$ cat config.mk
export PLATFORM = sky130hd
export DESIGN_NAME = dbg_watch_unit
export DESIGN_NICKNAME = d
export VERILOG_FILES = /design/src/rtl/dwu_pkg.sv /design/src/rtl/dwu_comparator.sv /design/src/rtl/dwu_wp_combine.sv /design/src/rtl/dwu_event_counter.sv /design/src/rtl/dbg_watch_unit.sv
export SDC_FILE = /design/constraint.sdc
export NUM_CORES = 1
export LEC_CHECK = 0
export BUFFER_PORTS_ARGS = -buffer_cell sky130_fd_sc_hd__clkbuf_2
export CAP_MARGIN = 15
export CORE_ASPECT_RATIO = 0.75
export CORE_MARGIN = 1
export CORE_UTILIZATION = 25
export DETAILED_ROUTE_END_ITERATION = 10
export PLACE_DENSITY_LB_ADDON = 0.12
export SLEW_MARGIN = 5
export SYNTH_ARGS = -nofsm -noshare
export SYNTH_HDL_FRONTEND = slang
export SYNTH_SLANG_ARGS = --single-unit
$ cat constraint.sdc
create_clock -name clk -period 11 [get_ports clk]
set_clock_uncertainty 0.2 [all_clocks]
set_input_delay 1.1 -clock clk [delete_from_list [all_inputs] [get_ports clk]]
set_output_delay 1.1 -clock clk [all_outputs]
set_load 0.02 [all_outputs]
$ cat src/rtl/dwu_pkg.sv
package dwu_pkg;
  typedef enum logic [1:0] {
    REL_EQ = 2'b00,
    REL_NE = 2'b01,
    REL_LT = 2'b10,
    REL_GT = 2'b11
  } rel_e;

  localparam int CFG_AW       = 5;
  localparam int CFG_DW       = 32;
  localparam int MAP_CMP_VAL  = 0;
  localparam int MAP_CMP_CTL  = 8;
  localparam int MAP_WP_CTL   = 16;
  localparam int MAP_WP_CNT   = 24;
endpackage

$ cat src/rtl/dwu_comparator.sv
module dwu_comparator
  import dwu_pkg::*;
#(
  parameter int W = 32
) (
  input  logic         clk,
  input  logic         rst,
  input  logic         val_we,
  input  logic [W-1:0] val_data,
  input  logic         ctl_we,
  input  logic [2:0]   ctl_data,
  input  logic         strobe,
  input  logic [W-1:0] operand,
  output logic         hit
);
  logic [W-1:0] ref_q;
  logic         en_q;
  rel_e         rel_q;
  logic         rel_true;

  always_ff @(posedge clk) begin
    if (rst) begin
      ref_q <= '0;
      en_q  <= 1'b0;
      rel_q <= REL_EQ;
    end else begin
      if (val_we) ref_q <= val_data;
      if (ctl_we) begin
        en_q  <= ctl_data[0];
        rel_q <= rel_e'(ctl_data[2:1]);
      end
    end
  end

  always_comb begin
    unique case (rel_q)
      REL_EQ:  rel_true = (operand == ref_q);
      REL_NE:  rel_true = (operand != ref_q);
      REL_LT:  rel_true = (operand <  ref_q);
      default: rel_true = (operand >  ref_q);
    endcase
  end

  assign hit = en_q & strobe & rel_true;
endmodule

$ cat src/rtl/dwu_wp_combine.sv
module dwu_wp_combine #(
  parameter int N_CMP = 8
) (
  input  logic             clk,
  input  logic             rst,
  input  logic             ctl_we,
  input  logic [N_CMP:0]   ctl_data,
  input  logic [N_CMP-1:0] hits,
  output logic             match
);
  logic [N_CMP-1:0] mask_q;
  logic             all_mode_q;

  always_ff @(posedge clk) begin
    if (rst) begin
      mask_q     <= '0;
      all_mode_q <= 1'b0;
    end else if (ctl_we) begin
      mask_q     <= ctl_data[N_CMP-1:0];
      all_mode_q <= ctl_data[N_CMP];
    end
  end

  logic any_sel, all_sel;
  assign any_sel = |(hits & mask_q);
  assign all_sel = &(hits | ~mask_q);
  assign match   = (|mask_q) & (all_mode_q ? all_sel : any_sel);
endmodule

$ cat src/rtl/dwu_event_counter.sv
module dwu_event_counter #(
  parameter int CNT_W = 16
) (
  input  logic             clk,
  input  logic             rst,
  input  logic             load,
  input  logic [CNT_W-1:0] load_val,
  input  logic             event_i,
  output logic             fire_q
);
  logic [CNT_W-1:0] cnt_q;

  always_ff @(posedge clk) begin
    if (rst) begin
      cnt_q  <= '0;
      fire_q <= 1'b0;
    end else begin
      fire_q <= 1'b0;
      if (load) begin
        cnt_q <= load_val;
      end else if (event_i && cnt_q != '0) begin
        cnt_q  <= cnt_q - 1'b1;
        fire_q <= (cnt_q == CNT_W'(1));
      end
    end
  end
endmodule

$ cat src/rtl/dbg_watch_unit.sv
module dbg_watch_unit
  import dwu_pkg::*;
#(
  parameter int ADDR_W = 32,
  parameter int DATA_W = 32,
  parameter int N_IA   = 4,
  parameter int N_LA   = 2,
  parameter int N_LD   = 2,
  parameter int N_WP   = 6,
  parameter int CNT_W  = 16
) (
  input  logic              clk,
  input  logic              rst,
  input  logic              cfg_we,
  input  logic [4:0]        cfg_addr,
  input  logic [31:0]       cfg_wdata,
  input  logic              ifetch_vld,
  input  logic [ADDR_W-1:0] ifetch_ea,
  input  logic              ls_avld,
  input  logic [ADDR_W-1:0] ls_ea,
  input  logic              ls_dvld,
  input  logic [DATA_W-1:0] ls_data,
  output logic [N_WP-1:0]   wp_out,
  output logic [N_WP-1:0]   bp_out
);
  localparam int N_CMP = N_IA + N_LA + N_LD;

  logic [N_CMP-1:0] hits;
  logic [N_WP-1:0]  wp_next;

  for (genvar i = 0; i < N_CMP; i++) begin : g_cmp
    logic val_we, ctl_we;
    assign val_we = cfg_we && (cfg_addr == CFG_AW'(MAP_CMP_VAL + i));
    assign ctl_we = cfg_we && (cfg_addr == CFG_AW'(MAP_CMP_CTL + i));
    if (i < N_IA) begin : g_ia
      dwu_comparator #(.W(ADDR_W)) u_cmp (
        .clk(clk), .rst(rst),
        .val_we(val_we), .val_data(cfg_wdata[ADDR_W-1:0]),
        .ctl_we(ctl_we), .ctl_data(cfg_wdata[2:0]),
        .strobe(ifetch_vld), .operand(ifetch_ea), .hit(hits[i]));
    end else if (i < N_IA + N_LA) begin : g_la
      dwu_comparator #(.W(ADDR_W)) u_cmp (
        .clk(clk), .rst(rst),
        .val_we(val_we), .val_data(cfg_wdata[ADDR_W-1:0]),
        .ctl_we(ctl_we), .ctl_data(cfg_wdata[2:0]),
        .strobe(ls_avld), .operand(ls_ea), .hit(hits[i]));
    end else begin : g_ld
      dwu_comparator #(.W(DATA_W)) u_cmp (
        .clk(clk), .rst(rst),
        .val_we(val_we), .val_data(cfg_wdata[DATA_W-1:0]),
        .ctl_we(ctl_we), .ctl_data(cfg_wdata[2:0]),
        .strobe(ls_dvld), .operand(ls_data), .hit(hits[i]));
    end
  end

  for (genvar k = 0; k < N_WP; k++) begin : g_wp
    logic ctl_we, cnt_we;
    assign ctl_we = cfg_we && (cfg_addr == CFG_AW'(MAP_WP_CTL + k));
    assign cnt_we = cfg_we && (cfg_addr == CFG_AW'(MAP_WP_CNT + k));

    dwu_wp_combine #(.N_CMP(N_CMP)) u_comb (
      .clk(clk), .rst(rst),
      .ctl_we(ctl_we), .ctl_data(cfg_wdata[N_CMP:0]),
      .hits(hits), .match(wp_next[k]));

    dwu_event_counter #(.CNT_W(CNT_W)) u_cnt (
      .clk(clk), .rst(rst),
      .load(cnt_we), .load_val(cfg_wdata[CNT_W-1:0]),
      .event_i(wp_next[k]), .fire_q(bp_out[k]));
  end

  always_ff @(posedge clk) begin
    if (rst) wp_out <= '0;
    else     wp_out <= wp_next;
  end
endmodule

==> summary.md, run 1 <==
| Metric | Value |
|---|---|
| Status | completed |
| TritonCTS clock tree | yes |
| Drt first pass iters | 7 |
| Max Fanout on Critical Path | 13 |
| Root buf cell | clkbuf_16 |
| Number of port buffers | 150 |
| Slew margin rel. | 23.5% |
| Layout cell share with drive strength beyond 1 | 9.16% |
| Initial Utilization | 25.4% |
| Final RePlAce weighted congestion | 0.978 |
| WS Path Type | primary input to flip-flop |
| Slew Limit Fails | 0 |
| Multi-input logic area | 0.0158 mm² |
| Fmax | 174 MHz |
| CTS Hold Bufs | 0 |
| Hold Slack | 253 ps |
| Setup TNS | 0 ps |
| R2R Path Start | g_cmp[3].g_ia.u_cmp.ref_q[21]$_SDFFE_PP0P_ |
| Die area | 0.107 mm² |
| Ys Warns | 0 |
| FF+latch count, synth | 442 |
| # rows | 102 |
| Post-Route WL | 109000 µm |
| Vias in the first global route | 23200 |
| Setup bufs post-CTS | 0 |
| Dpl cells | 4879 |
| Nets | 3940 |
| Top post-synthesis cells by area | dfxtp_1, ha_1, nand2_1, a21oi_1, inv_1 |
| Core area | 0.104 mm² |
| Residual DRC | 0 |
| Post-synth EDFFs | 0 |
| PnR Total Power | 0.00389 W |
| Cells after Synth | 3486 |
| PostCTS Resize Cnt | 0 |
| Die width | 377 µm |
| GRT Overall Usage | 20.0% |
| CP endpoint kind | flip-flop |
| Yosys top cell area share | 33.5% |
| Crit path time final | 5740 ps |
| Via/cell ratio | 4.96 |
| Sequential area share after synthesis | 33.5% |
| FF/Latch Area | 0.00885 mm² |
| WP data arrival | 6070 ps |
| Number of CTS-inserted buffers | 52 |
| CP cell instances | clkbuf_2, ha_1, nand4_1, nor4_1, nand3_1, mux2i_1, nand2b_1, a211oi_1, a22oi_1, and4_1, nor3_2, nand2_1, or3_1, a311oi_1 |
| Clk sinks | 442 |
| First-pass GRT wire length | 160000 µm |
| Startpoint types | primary input |
| First DRT Iteration DRCs | 1953 |
| Final period util | 52.2% |
| Fillers | 11300 |
| Hold Crit Class | flip-flop to flip-flop |
| Ys flop type | dfxtp_1 |
| Setup crit end | g_wp[0].u_cnt.cnt_q[9]$_SDFFE_PP0P_ |
| Initial antenna violation count | 8 |
| Final setup vio count | 0 |
| Post-Route Utilization | 29.2% |
| DP HPWL | 78400 µm |
| Crit path launch | ifetch_ea[21] |
| Routed WL per cell | 21.9 µm |
| Slew @ Worst Pin | 1140 ps |
| Largest net degree at the start of global routing | 129 |
| Area delta synth->final | 14.8% |
| Layout Cells excl Fill | 4977 |
| Synth area leader | dfxtp_1 |
| Post-synthesis async set-or-reset flop share | 0% |
| Peak supply drop | 0.106 mV |
| Reg-to-Reg End | g_wp[0].u_cnt.cnt_q[9]$_SDFFE_PP0P_ |
| Die height | 284 µm |
| Worst Reg-to-Reg Cells | 14 |
| Worst-Skew Late Latency | 630 ps |
| Final Hold Viols | 0 |
| RSZ-0062 raised after global routing | false |
| Pwr Density | 128 mW/mm² |
| Slowest stage cell, crit path | a211oi_1 |
| Via count | 24700 |
| H-tree depth | 2 |
| Leakage power | 10.5 nW |
| Cell area after synthesis | 0.0264 mm² |
| Top-Level Pins | 151 |
| CP peak stage delay | 940 ps |
| Largest buffer count on any clock path | 3 |
| Stages on the worst setup path | 14 |
| Clock slew at reported path FFs | 60 ps |
| Synth cell types | 84 |
| Critical path buffer and inverter count | 1 |
| Max-capacitance violation count | 0 |
| Routed Antenna Nets | 0 |
| Critical Path RT | 11330 ps |
| Grt ovf | 0 |
| Syn_nets | 3893 |
| Worst R2R Setup Slack | 5500 ps |
| Average size of a mapped cell | 7.58 µm² |
| Worst path top cell family by delay | simple AND/OR/NAND/NOR gates |
==> synth_stat cells (all sizes together) (12+ instances only) <==
| master | number |
|---|---|
| a211oi | 64 |
| a21o | 17 |
| a21oi | 440 |
| a22oi | 20 |
| a311oi | 19 |
| a31oi | 16 |
| and2 | 14 |
| and3 | 19 |
| buf | 19 |
| clkbuf | 180 |
| dfxtp | 442 |
| ha | 268 |
| inv | 282 |
| mux2i | 74 |
| nand2 | 704 |
| nand2b | 31 |
| nand3 | 98 |
| nand4 | 80 |
| nor2 | 221 |
| nor2b | 24 |
| nor3 | 44 |
| nor4 | 47 |
| o211ai | 18 |
| o21ai | 77 |
| or2 | 12 |
| or3 | 17 |
| or4 | 16 |
| xnor2 | 13 |
| xor2 | 41 |
==> state kept, by name (all words and copies together), names as in the netlist <==
register,count
g_cmp.g_la.u_cmp.en_q,2
g_cmp.g_ld.u_cmp.rel_q,4
g_wp.u_cnt.cnt_q,96
g_wp.u_comb.all_mode_q,6
g_cmp.g_ia.u_cmp.rel_q,8
g_cmp.g_ld.u_cmp.ref_q,64
wp_out,6
g_cmp.g_la.u_cmp.ref_q,64
g_cmp.g_ia.u_cmp.ref_q,128
g_cmp.g_ia.u_cmp.en_q,4
g_cmp.g_ld.u_cmp.en_q,2
g_cmp.g_la.u_cmp.rel_q,4
g_wp.u_comb.mask_q,48
g_wp.u_cnt.fire_q,6
==> how the worst min path moves through the flow <==
stage / start / endpoint / slack [ps] / cells past startpoint
2_1_floorplan: g_cmp[0].g_ia.u_cmp.ref_q[10]$_SDFFE_PP0P_ / g_cmp[0].g_ia.u_cmp.ref_q[10]$_SDFFE_PP0P_ / 240 / 2
4_1_cts: g_cmp[6].g_ld.u_cmp.ref_q[2]$_SDFFE_PP0P_ / g_cmp[6].g_ld.u_cmp.ref_q[2]$_SDFFE_PP0P_ / 250 / 2
3_3_place_gp: g_cmp[3].g_ia.u_cmp.ref_q[13]$_SDFFE_PP0P_ / g_cmp[3].g_ia.u_cmp.ref_q[13]$_SDFFE_PP0P_ / 240 / 2
5_1_grt: g_cmp[4].g_la.u_cmp.ref_q[31]$_SDFFE_PP0P_ / g_cmp[4].g_la.u_cmp.ref_q[31]$_SDFFE_PP0P_ / 270 / 2
3_5_place_dp: g_cmp[6].g_ld.u_cmp.ref_q[2]$_SDFFE_PP0P_ / g_cmp[6].g_ld.u_cmp.ref_q[2]$_SDFFE_PP0P_ / 250 / 2
6_report: g_cmp[6].g_ld.u_cmp.ref_q[2]$_SDFFE_PP0P_ / g_cmp[6].g_ld.u_cmp.ref_q[2]$_SDFFE_PP0P_ / 250 / 2
==> worst register-to-register path: stages (launching register included) <==
cell and delay (ps):
dfxtp_1 330, inv_1 70, ha_1 290, nand4_1 290
nor4_1 690, nand3_1 310, mux2i_1 280, nand2b_1 120
a211oi_1 940, a22oi_1 150, and4_1 300, nor3_2 680
nand2_1 180, or3_1 330, a311oi_1 240
==> cell type report <==
type	count	share of cell area [%]
flip-flops and latches	442	29.2
diodes	2	0.0165
repair buffers	192	3.61
clock buffers	68	4.82
multi-input cells	2563	52.0
inverters	282	3.49
well taps	1404	5.79
clock inverters	24	1.13
==> where the power goes <==
group	switching, W	internal [W]	leakage, nW	total [W]
combinational	0.000267	0.000112	6.01	0.000379
sequential	0.0000116	0.00161	3.56	0.00163
clock	0.000768	0.00112	0.893	0.00189
==> layer usage <==
layer	track usage, %	wire length [µm]	up-vias
met4	3.77	1840	2
met1	31.5	57400	11700
met2	27.5	42800	647
li1	-	-	12200
met5	0	13	-
met3	3.57	7050	111
==> kinds of logic (layout without fill, tap and decap cells) <==
kind of cell | after synthesis | count (layout) | synth area share [%]
and+or+nand+nor | 1374 | 1374 | 23.8
DFF | 442 | 442 | 33.5
AOI/OAI and AO/OA | 791 | 791 | 18.3
other | 0 | 2 | 0
adders and majority gates | 268 | 268 | 12.7
buffers and inverters | 481 | 566 | 7.02
muxes | 76 | 76 | 2.89
xor gates and xnor gates | 54 | 54 | 1.79
==> cells in the final DEF, fill, tap and decap left out, drive strengths merged, types with 11 or more instances in the layout <==
cell type and n:
nor4 47, or4 16, o22ai 11, dfxtp 442
xor2 41, clkinv 13, a21o 17, a221oi 11
inv 283, and2 14, buf 41, nand2 704
nor2 221, mux2i 74, nand3 98, a311oi 19
or2 12, nand2b 31, nor2b 24, clkbuf 218
nor3 44, a31oi 16, a22oi 20, nand3b 11
ha 268, or3 17, a21oi 440, and3 19
nand4 80, o21ai 77, a211oi 64, xnor2 13
o211ai 18
==> per-stage QoR <==
step                      setup WS [ps]  cell area [µm²]
after global routing               4890            30300
final                              5260            30300
after CTS                          5330            30300
after floorplan                    6060            26400
after global placement             4670            28500
after detailed placement           4650            28500
No activity file was read; power rests on OpenSTA's default activity.
==> run 2, diff against run 1 <==
==> constraint.sdc (replaced) <==
create_clock -name clk -period 5.4 [get_ports clk]
set_clock_uncertainty 0.2 [all_clocks]
set_input_delay 0.54 -clock clk [delete_from_list [all_inputs] [get_ports clk]]
set_output_delay 0.54 -clock clk [all_outputs]
set_load 0.02 [all_outputs]
==> run 2 against run 1 <==
Routed wire length up 2.3%. Critical endpoint is now g_wp[2].u_cnt.cnt_q[8]$_SDFFE_PP0P_. Worst hold slack worse by 87 ps. Power grew 110%. Sequential cell count did not move. Sequential share of layout area decreased by 0.63 points. Non-clock buffer count is 67 higher. Combinational power rose by 110%. Utilization up 0.64 points. Critical path type is now flip-flop to flip-flop.
==> summary.md, run 2 (synthesized netlist as in run 1, its figures left out) <==
| Metric | Value |
|---|---|
| Status | completed |
| Fmax | 193 MHz |
| Routed Antenna Nets | 0 |
| Leakage power | 10.8 nW |
| Vias in the first global route | 23600 |
| Max reg flops | 128 |
| Slew Limit Fails | 0 |
| Largest regs | g_cmp.g_ia.u_cmp.ref_q x128, g_wp.u_cnt.cnt_q x96 |
| WP data arrival | 5490 ps |
| WS Path Type | flip-flop to flip-flop |
| Root buf cell | clkbuf_16 |
| RSZ-0062 raised after global routing | false |
| Final RePlAce weighted congestion | 0.974 |
| Die width | 377 µm |
| Initial antenna violation count | 5 |
| Dpl cells | 4947 |
| DP HPWL | 80000 µm |
| Critical Path RT | 5720 ps |
| Pwr Density | 264 mW/mm² |
| Core area | 0.104 mm² |
| Clock slew at reported path FFs | 60 ps |
| Hold Slack | 167 ps |
| Top-Level Pins | 151 |
| TritonCTS clock tree | yes |
| GRT Overall Usage | 20.5% |
| Worst-Skew Late Latency | 640 ps |
| Startpoint types | flip-flop |
| H-tree depth | 2 |
| Largest net degree at the start of global routing | 149 |
| Number of port buffers | 150 |
| Slew @ Worst Pin | 1170 ps |
| Residual DRC | 0 |
| Post-Route WL | 112000 µm |
| Top reg by flops | g_cmp.g_ia.u_cmp.ref_q |
| Max Fanout on Critical Path | 15 |
| Max-capacitance violation count | 0 |
| Routed WL per cell | 22.1 µm |
| PnR Total Power | 0.00817 W |
| Commonest non-fill, non-tap cell in the layout | nand2_1 |
| Layout Cells excl Fill | 5051 |
| Final setup vio count | 0 |
| Grt ovf | 0 |
| Post-Route Utilization | 29.8% |
| Largest buffer count on any clock path | 3 |
| Area delta synth->final | 17.4% |
| Via count | 24800 |
| Final period util | 95.7% |
| Hold Crit Class | primary input to flip-flop |
| Number of CTS-inserted buffers | 54 |
| Slew margin rel. | 21.9% |
| CTS Hold Bufs | 0 |
| Crit path time final | 5170 ps |
| Via/cell ratio | 4.91 |
| Peak supply drop | 0.245 mV |
| Fillers | 11300 |
| Most frequent cells in the layout | nand2_1, dfxtp_1, a21oi_1, inv_1, ha_1 |
| Die height | 284 µm |
| Die area | 0.107 mm² |
| Drt first pass iters | 6 |
| First-pass GRT wire length | 165000 µm |
| CP endpoint kind | flip-flop |
| Nets | 4009 |
| Layout cell share with drive strength beyond 1 | 11.1% |
| Initial Utilization | 25.4% |
| Final Hold Viols | 0 |
| Clk sinks | 442 |
| First DRT Iteration DRCs | 1874 |
| # rows | 102 |
run 2: metal layers:
| metal | share of wire (%) | wire (µm) | global-route usage [%] |
|---|---|---|---|
| met5 | 0.012 | 13 | 0 |
| met4 | 1.4 | 1600 | 3.49 |
| met3 | 5.2 | 5770 | 3.41 |
| met2 | 39 | 43900 | 28.6 |
| met1 | 54 | 60300 | 32.5 |
run 2: area by class of cell:
class / count / area, µm² / share of cell area [%]
Sequential cell: 442 / 8850 / 28.5
Tap cell: 1404 / 1760 / 5.66
Clock buffer: 72 / 1540 / 4.97
Inverter: 282 / 1060 / 3.41
Antenna cell: 1 / 2.50 / 0.00807
Timing Repair Buffer: 259 / 1620 / 5.21
Multi-Input combinational cell: 2563 / 15800 / 50.9
Clock inverter: 28 / 408 / 1.32
run 2: through the flow:
stage | TNS [ps] | instance area, µm² | setup WS, ps
finish | 0 | 31000 | 231
detailed placement | -76.4 | 29000 | -29.1
global placement | -55.1 | 29000 | -16.9
global route | 0 | 31000 | 77.8
CTS | 0 | 31000 | 236
floorplan | 0 | 26400 | 1020
run 2: critical path, stage by stage, from the launching register on:
cell and delay [ps]:
dfxtp_1 330, inv_1 50, ha_1 310, nand4_1 460
a2111o_1 620, a31oi_1 610, mux2i_1 530, nor2_4 130
a22o_1 250, a2111oi_0 620, buf_4 250, nor3_1 50
buf_4 210, nand2_1 100, nand2_1 50, a311oi_1 270
run 2: where the power goes:
group	leakage (nW)	total, W	switching, W	internal (W)
combinational	6.32	0.000795	0.000551	0.000244
clock	0.949	0.00407	0.00163	0.00244
sequential	3.56	0.00331	0.0000242	0.00329
run 2: final timing paths:
check	start	to	slack, ps	cells after the start
hold / removal	cfg_wdata[28]	g_cmp[0].g_ia.u_cmp.ref_q[28]$_SDFFE_PP0P_	170	3
setup / recovery	g_cmp[6].g_ld.u_cmp.ref_q[15]$_SDFFE_PP0P_	g_wp[2].u_cnt.cnt_q[8]$_SDFFE_PP0P_	230	15
hold reg to reg	g_cmp[0].g_ia.u_cmp.ref_q[15]$_SDFFE_PP0P_	g_cmp[0].g_ia.u_cmp.ref_q[15]$_SDFFE_PP0P_	250	2
setup reg to reg	g_cmp[6].g_ld.u_cmp.ref_q[15]$_SDFFE_PP0P_	g_wp[2].u_cnt.cnt_q[8]$_SDFFE_PP0P_	230	15
run 2: repair_timing:
action	in CTS	in global routing
buffers inserted	0	1
setup endpoints to repair	0	17
resized for setup	0	1
endpoints found under the hold margin	0	0
